$ cat config.mk
export PLATFORM = sky130hd
export DESIGN_NAME = dest_addr_filter
export DESIGN_NICKNAME = d
export VERILOG_FILES = /design/src/rtl/pmf_pkg.sv /design/src/rtl/pmf_table.sv /design/src/rtl/pmf_ctrl.sv /design/src/rtl/pmf_match.sv /design/src/rtl/dest_addr_filter.sv
export SDC_FILE = /design/constraint.sdc
export NUM_CORES = 1
export LEC_CHECK = 0
export ABC_AREA = 1
export CAP_MARGIN = 20
export CORE_ASPECT_RATIO = 1.25
export CORE_MARGIN = 5
export CORE_UTILIZATION = 40
export CTS_BUF_LIST = sky130_fd_sc_hd__clkbuf_8
export CTS_CLUSTER_DIAMETER = 50
export DETAILED_ROUTE_END_ITERATION = 10
export DONT_BUFFER_PORTS = 1
export PLACE_DENSITY = 0.62
export SLEW_MARGIN = 20
export SYNTH_ARGS = -nofsm -noshare
export SYNTH_HDL_FRONTEND = slang
export SYNTH_SLANG_ARGS = --single-unit
$ cat constraint.sdc
create_clock -name clk -period 2.3 [get_ports clk]
set_input_delay 0.345 -clock clk [delete_from_list [all_inputs] [get_ports clk]]
set_output_delay 0.345 -clock clk [all_outputs]
set_load 0.02 [all_outputs]
$ cat src/rtl/pmf_pkg.sv
package pmf_pkg;

  localparam int MAC_BYTES = 6;
  localparam int CNT_W     = 3;

  // Strobes from control to datapath, one set per clock
  typedef struct packed {
    logic             first;  // byte 0 accepted
    logic             step;   // byte 1..5 accepted
    logic             last;   // byte 5 accepted
    logic [CNT_W-1:0] sel;    // position of the byte under step
  } pmfStrobes_t;

  // Byte k of a stored address, byte 0 in the top octet
  function automatic logic [7:0] pickByte(input logic [47:0] addr, input logic [CNT_W-1:0] k);
    case (k)
      3'd0:    pickByte = addr[47:40];
      3'd1:    pickByte = addr[39:32];
      3'd2:    pickByte = addr[31:24];
      3'd3:    pickByte = addr[23:16];
      3'd4:    pickByte = addr[15:8];
      3'd5:    pickByte = addr[7:0];
      default: pickByte = 8'h00;
    endcase
  endfunction

endpackage

$ cat src/rtl/pmf_table.sv
module pmf_table #(
  parameter int ENTRIES    = 4,
  parameter int ADDR_W     = 8,
  parameter int TABLE_BASE = 'h58,
  parameter int IDX_W      = 2
) (
  input  logic                     clk,
  input  logic                     rstN,
  input  logic                     regWrEn,
  input  logic [ADDR_W-1:0]        regAddr,
  input  logic [31:0]              regWrData,
  output logic [ENTRIES-1:0][47:0] shadowAddr,
  output logic [ENTRIES-1:0]       shadowValid
);

  localparam int SPAN = ENTRIES * 8;

  logic [ADDR_W-1:0] offset;
  logic              inTable;
  logic [IDX_W-1:0]  entrySel;
  logic              isHigh;
  logic              unusedHiBits;

  assign offset       = regAddr - ADDR_W'(TABLE_BASE);
  assign inTable      = regWrEn && (regAddr >= ADDR_W'(TABLE_BASE)) &&
                        (int'(offset) < SPAN) && (offset[1:0] == 2'b00);
  assign entrySel     = offset[IDX_W+2:3];
  assign isHigh       = offset[2];
  assign unusedHiBits = ^regWrData[31:17];

  for (genvar g = 0; g < ENTRIES; g++) begin : gEntry
    always_ff @(posedge clk) begin
      if (!rstN) begin
        shadowAddr[g]  <= '0;
        shadowValid[g] <= 1'b0;
      end else if (inTable && entrySel == IDX_W'(g)) begin
        if (isHigh) begin
          shadowAddr[g][47:32] <= regWrData[15:0];
          shadowValid[g]       <= regWrData[16];
        end else begin
          shadowAddr[g][31:0]  <= regWrData;
        end
      end
    end
  end

endmodule

$ cat src/rtl/pmf_ctrl.sv
module pmf_ctrl
  import pmf_pkg::*;
(
  input  logic        clk,
  input  logic        rstN,
  input  logic        rxValid,
  input  logic        rxSof,
  output pmfStrobes_t strb
);

  localparam logic [CNT_W-1:0] DONE = CNT_W'(MAC_BYTES);
  localparam logic [CNT_W-1:0] LAST = CNT_W'(MAC_BYTES - 1);

  // number of destination bytes taken so far; DONE means idle
  logic [CNT_W-1:0] byteCnt;

  always_comb begin
    strb.first = rxValid && rxSof;
    strb.step  = rxValid && !rxSof && (byteCnt != '0) && (byteCnt < DONE);
    strb.last  = strb.step && (byteCnt == LAST);
    strb.sel   = byteCnt;
  end

  always_ff @(posedge clk) begin
    if (!rstN)           byteCnt <= DONE;
    else if (strb.first) byteCnt <= CNT_W'(1);
    else if (strb.step)  byteCnt <= byteCnt + CNT_W'(1);
  end

endmodule

$ cat src/rtl/pmf_match.sv
module pmf_match
  import pmf_pkg::*;
#(
  parameter int ENTRIES = 4,
  parameter int IDX_W   = 2
) (
  input  logic                     clk,
  input  logic                     rstN,
  input  pmfStrobes_t              strb,
  input  logic [7:0]               rxData,
  input  logic [ENTRIES-1:0][47:0] shadowAddr,
  input  logic [ENTRIES-1:0]       shadowValid,
  output logic                     hitValid,
  output logic                     hitFlag,
  output logic [IDX_W-1:0]         hitIndex
);

  logic [ENTRIES-1:0][47:0] activeAddr;
  logic [ENTRIES-1:0]       eqFlags;
  logic [ENTRIES-1:0]       nextEq;
  logic [IDX_W-1:0]         firstIdx;

  for (genvar g = 0; g < ENTRIES; g++) begin : gCmp
    always_comb begin
      if (strb.first)
        nextEq[g] = shadowValid[g] && (shadowAddr[g][47:40] == rxData);
      else if (strb.step)
        nextEq[g] = eqFlags[g] && (pickByte(activeAddr[g], strb.sel) == rxData);
      else
        nextEq[g] = eqFlags[g];
    end
  end

  always_comb begin
    firstIdx = '0;
    for (int i = ENTRIES - 1; i >= 0; i--)
      if (nextEq[i]) firstIdx = IDX_W'(i);
  end

  always_ff @(posedge clk) begin
    if (!rstN) begin
      activeAddr <= '0;
      eqFlags    <= '0;
      hitValid   <= 1'b0;
      hitFlag    <= 1'b0;
      hitIndex   <= '0;
    end else begin
      if (strb.first) activeAddr <= shadowAddr;
      if (strb.first || strb.step) eqFlags <= nextEq;
      if (strb.first) begin
        hitValid <= 1'b0;
        hitFlag  <= 1'b0;
        hitIndex <= '0;
      end else if (strb.last) begin
        hitValid <= 1'b1;
        hitFlag  <= |nextEq;
        hitIndex <= firstIdx;
      end
    end
  end

endmodule

$ cat src/rtl/dest_addr_filter.sv
module dest_addr_filter
  import pmf_pkg::*;
#(
  parameter int  ENTRIES    = 4,
  parameter int  ADDR_W     = 8,
  parameter int  TABLE_BASE = 'h58,
  localparam int IDX_W      = (ENTRIES > 1) ? $clog2(ENTRIES) : 1
) (
  input  logic              clk,
  input  logic              rstN,
  input  logic              regWrEn,
  input  logic [ADDR_W-1:0] regAddr,
  input  logic [31:0]       regWrData,
  input  logic [7:0]        rxData,
  input  logic              rxValid,
  input  logic              rxSof,
  output logic              hitValid,
  output logic              hitFlag,
  output logic [IDX_W-1:0]  hitIndex
);

  logic [ENTRIES-1:0][47:0] shadowAddr;
  logic [ENTRIES-1:0]       shadowValid;
  pmfStrobes_t              strb;

  pmf_table #(
    .ENTRIES(ENTRIES), .ADDR_W(ADDR_W), .TABLE_BASE(TABLE_BASE), .IDX_W(IDX_W)
  ) uTable (
    .clk(clk), .rstN(rstN), .regWrEn(regWrEn), .regAddr(regAddr),
    .regWrData(regWrData), .shadowAddr(shadowAddr), .shadowValid(shadowValid)
  );

  pmf_ctrl uCtrl (
    .clk(clk), .rstN(rstN), .rxValid(rxValid), .rxSof(rxSof), .strb(strb)
  );

  pmf_match #(.ENTRIES(ENTRIES), .IDX_W(IDX_W)) uMatch (
    .clk(clk), .rstN(rstN), .strb(strb), .rxData(rxData),
    .shadowAddr(shadowAddr), .shadowValid(shadowValid),
    .hitValid(hitValid), .hitFlag(hitFlag), .hitIndex(hitIndex)
  );

endmodule

==> flow_summary.ini <==
[worst_setup_path]
cp.depth = 20
crit_top_cell = nand2_1
crit_type = reg -> reg
cp.buffers_inverters = 3
crit_path_end = uMatch.hitIndex[1]
cp-start-kind = flop
crit_family = simple AND/OR/NAND/NOR gates
crit_arrival_ns = 2.94
reg2reg_to = uMatch.hitIndex[1]
reg2reg_setup_slack_ns = -0.11
endpoint_kind = flop
slowest_stage = dfxtp_4
r2r-start = uCtrl.byteCnt[1]
required_ns = 2.83
critPathMaxStageDelay_ns = 0.37
setup.worst_path.start = uCtrl.byteCnt[1]
cp_max_fo = 8
crit_chain = buf_4 > ha_4 > nand2_1 > buf_6 > buf_12 > o21ai_0 > nor2_1 > nand2_1 > nand2_1 > nand2_1 > nand2_1 > nand2_1 > nor2_2 > nand2_1 > nand2_2 > nand2_1 > nand2_2 > nor2_4 > nand2_2 > a21oi_2
r2r_cells = 20

[placed_design]
dpl_cell_area_sq_mm = 0.0172
routabilityCongestion = 0.909
place_hpwl_microns = 35300
dp.cells = 2740
port_buffers = 0

[cts]
cts_tree = yes
clock_latency_ns = 0.65
cts_buffers = 61
clk_pin_slew_ns = 0.07
h-tree-depth = 2
clockBufferDepth = 3
clock-sinks = 399
ctsRootBufferMaster = clkbuf_8

[final_layout]
final_cells = 3050
syn2layout_area_growth_pct = 26.2
drive_gt1_frac = 0.0971
nFillCells = 3960
final_nets = 2505
fin_area_sq_mm = 0.0208

[job]
drv_cap = 0

[grt]
grt.met2_usage = 0.419
use_met1 = 0.296
grt_start_max_net_pins = 162
antenna_found_initial = 5
grt_pass1_vias = 15376
grt_pass1_wl_microns = 87400
grt_util_met3 = 0.0373
grt.total_usage = 0.245
overflow = 0
busiest_layer = met2

[timing]
setup_tns_ns = -0.337
holdWs_ns = 0.0378
skew_ns = 0.0136
hold_viol_final = 0
max_slew.worst_pin.slew_ns = 0.727
slew_headroom = 0.515
period_needed_ns = 2.41
period_share = 1.05
fin_ws_ns = -0.107
rsz0062_at_grt = yes
clock.fmax_ghz = 0.415
setup_violations = 6
drv_slew = 0

[yosys]
synth_top_cell_area_share = 0.485
ys_seq_area_frac = 0.485
synth_cell_types = 30
synth_commonest_cells = dfxtp_1 (399), o21ai_0 (355), a21oi_1 (348)
synth-edff-count = 0
mappedNetlistArea_sq_mm = 0.0165
yosysWarnings = 0
yosysMostFrequentCell = dfxtp_1
ys_async_sr_fraction = 0
synth.largest_area_cell = dfxtp_1
syn_inst = 2285
synthesis.nets = 2343
synthTopCellsByArea = dfxtp_1 (49%), o21ai_0 (11%), a21oi_1 (11%)
synth_flop_cell = dfxtp_1
synth_area_per_cell_sq_um = 7.20
ys_seq_elements = 399

[floorplanning]
fp.dieW_microns = 191
die_y_microns = 237
io_pins = 57
dieArea_sq_mm = 0.0453
initial_utilization = 0.402
rows = 83
core_area_sq_mm = 0.0409

[pwr]
vdd_drop_max_uv = 400
p_per_area_mw_per_mm2 = 711
p_leak_nw = 7.97
fin_total_pwr_w = 0.0148

[run_status]
status = complete, but fails checks
violations = negative setup slack

[routing]
ant_nets = 0
drtIter0Drc = 1482
vias_per_cell = 5.25
dr.pass1.iters = 5
drc = 0
vias = 16013
wl_microns = 57100
detail_route.wl_per_cell_microns = 18.7

[hold_path]
hold_class = in -> reg
==> how the worst min path moves through the flow <==
stage	depth (start not counted)	from	slack, ns	to
2_1_floorplan	2	uTable.shadowAddr[101]	0.42	uMatch.activeAddr[101]
3_3_place_gp	2	uTable.shadowAddr[107]	0.43	uMatch.activeAddr[107]
3_5_place_dp	2	uTable.shadowAddr[35]	0.43	uTable.shadowAddr[35]
4_1_cts	3	rxSof	0.01	uMatch.activeAddr[191]
5_1_grt	3	rxSof	0.03	uMatch.activeAddr[191]
6_report	3	rxSof	0.04	uMatch.activeAddr[191]
==> report_power, final <==
part / switching (W) / internal, W / total (W)
clock network: 0.00282 / 0.00321 / 0.00603
registers: 0.000122 / 0.00712 / 0.00725
logic: 0.000880 / 0.000617 / 0.00150
total: 0.00382 / 0.0109 / 0.0148
==> cell type report <==
| class | count | area, sq um | share of cell area |
|---|---|---|---|
| diodes | 6 | 15.0 | 0.000723 |
| clock buffers | 73 | 1000 | 0.0484 |
| clock inverters | 35 | 240 | 0.0116 |
| inverters | 302 | 1150 | 0.0556 |
| multi-input cells | 1431 | 7000 | 0.337 |
| flip-flops and latches | 399 | 8000 | 0.385 |
| well taps | 552 | 691 | 0.0332 |
| repair buffers | 252 | 2680 | 0.129 |
==> flip-flops by register name (all words and copies together) (netlist names) <==
signal and cells:
uMatch.hitValid 1, uTable.shadowAddr 192, uCtrl.byteCnt 3, uMatch.activeAddr 192, uMatch.hitFlag 1, uMatch.eqFlags 4, uMatch.hitIndex 2, uTable.shadowValid 4
==> cells in the final DEF (no fill, tap or decap), types with 6 or more instances in the layout <==
| master | Yosys | final |
|---|---|---|
| nor2_2 | 2 | 13 |
| inv_2 | 4 | 7 |
| clkbuf_8 | 0 | 73 |
| inv_1 | 295 | 304 |
| o21ai_1 | 0 | 8 |
| clkinv_2 | 0 | 12 |
| buf_4 | 5 | 42 |
| buf_6 | 2 | 7 |
| o22ai_1 | 12 | 6 |
| nor2_1 | 220 | 206 |
| dlygate4sd3_1 | 0 | 178 |
| diode_2 | 0 | 6 |
| nor4_1 | 8 | 8 |
| a21oi_1 | 348 | 346 |
| nand3_1 | 76 | 75 |
| dfxtp_1 | 399 | 397 |
| o21ai_0 | 355 | 346 |
| a211oi_1 | 35 | 35 |
| xor2_1 | 12 | 12 |
| nand2_2 | 0 | 23 |
| buf_12 | 0 | 21 |
| nand2_1 | 340 | 314 |
==> tightest hold or removal path, delay by kind of cell <==
family / cells / cell delay, ns
AND/OR/NAND/NOR: 2 / 0.21
AO/OA/AOI/OAI: 1 / 0.10
==> cell families (layout without fill, tap and decap cells) <==
logic type      Yosys count  count (layout)  synth area share
fa+ha+maj                 5               5           0.00380
other cells               0               6                 0
simple gates            658             658             0.160
buf+inv                 455             662             0.107
xor+xnor                 16              16           0.00851
flops                   399             399             0.485
compound gates          752             752             0.235
==> layer usage <==
layer | part of all wire | wire length [microns]
met1 | 0.39 | 22300
met2 | 0.49 | 28000
met3 | 0.060 | 3420
met4 | 0.060 | 3410
met5 | 0.00044 | 25
==> what timing repair did <==
| item | 4_1_cts | 5_1_grt |
|---|---|---|
| setup buffers | 8 | 8 |
| resized for setup | 49 | 53 |
| setup endpoints to repair | 7 | 8 |
| pin swaps | 19 | 21 |
| hold endpoints to repair | 357 | 0 |
| gates cloned | 0 | 1 |
| hold buffers | 179 | 0 |
==> metrics by stage <==
step | utilization | setup WS (ns)
3_5_place_dp | 0.420 | -0.540
3_3_place_gp | 0.420 | -0.497
2_1_floorplan | - | 0.153
5_1_grt | 0.508 | -0.259
6_report | 0.508 | -0.107
4_1_cts | 0.501 | -0.0518
(Power assumes the default switching activity.)
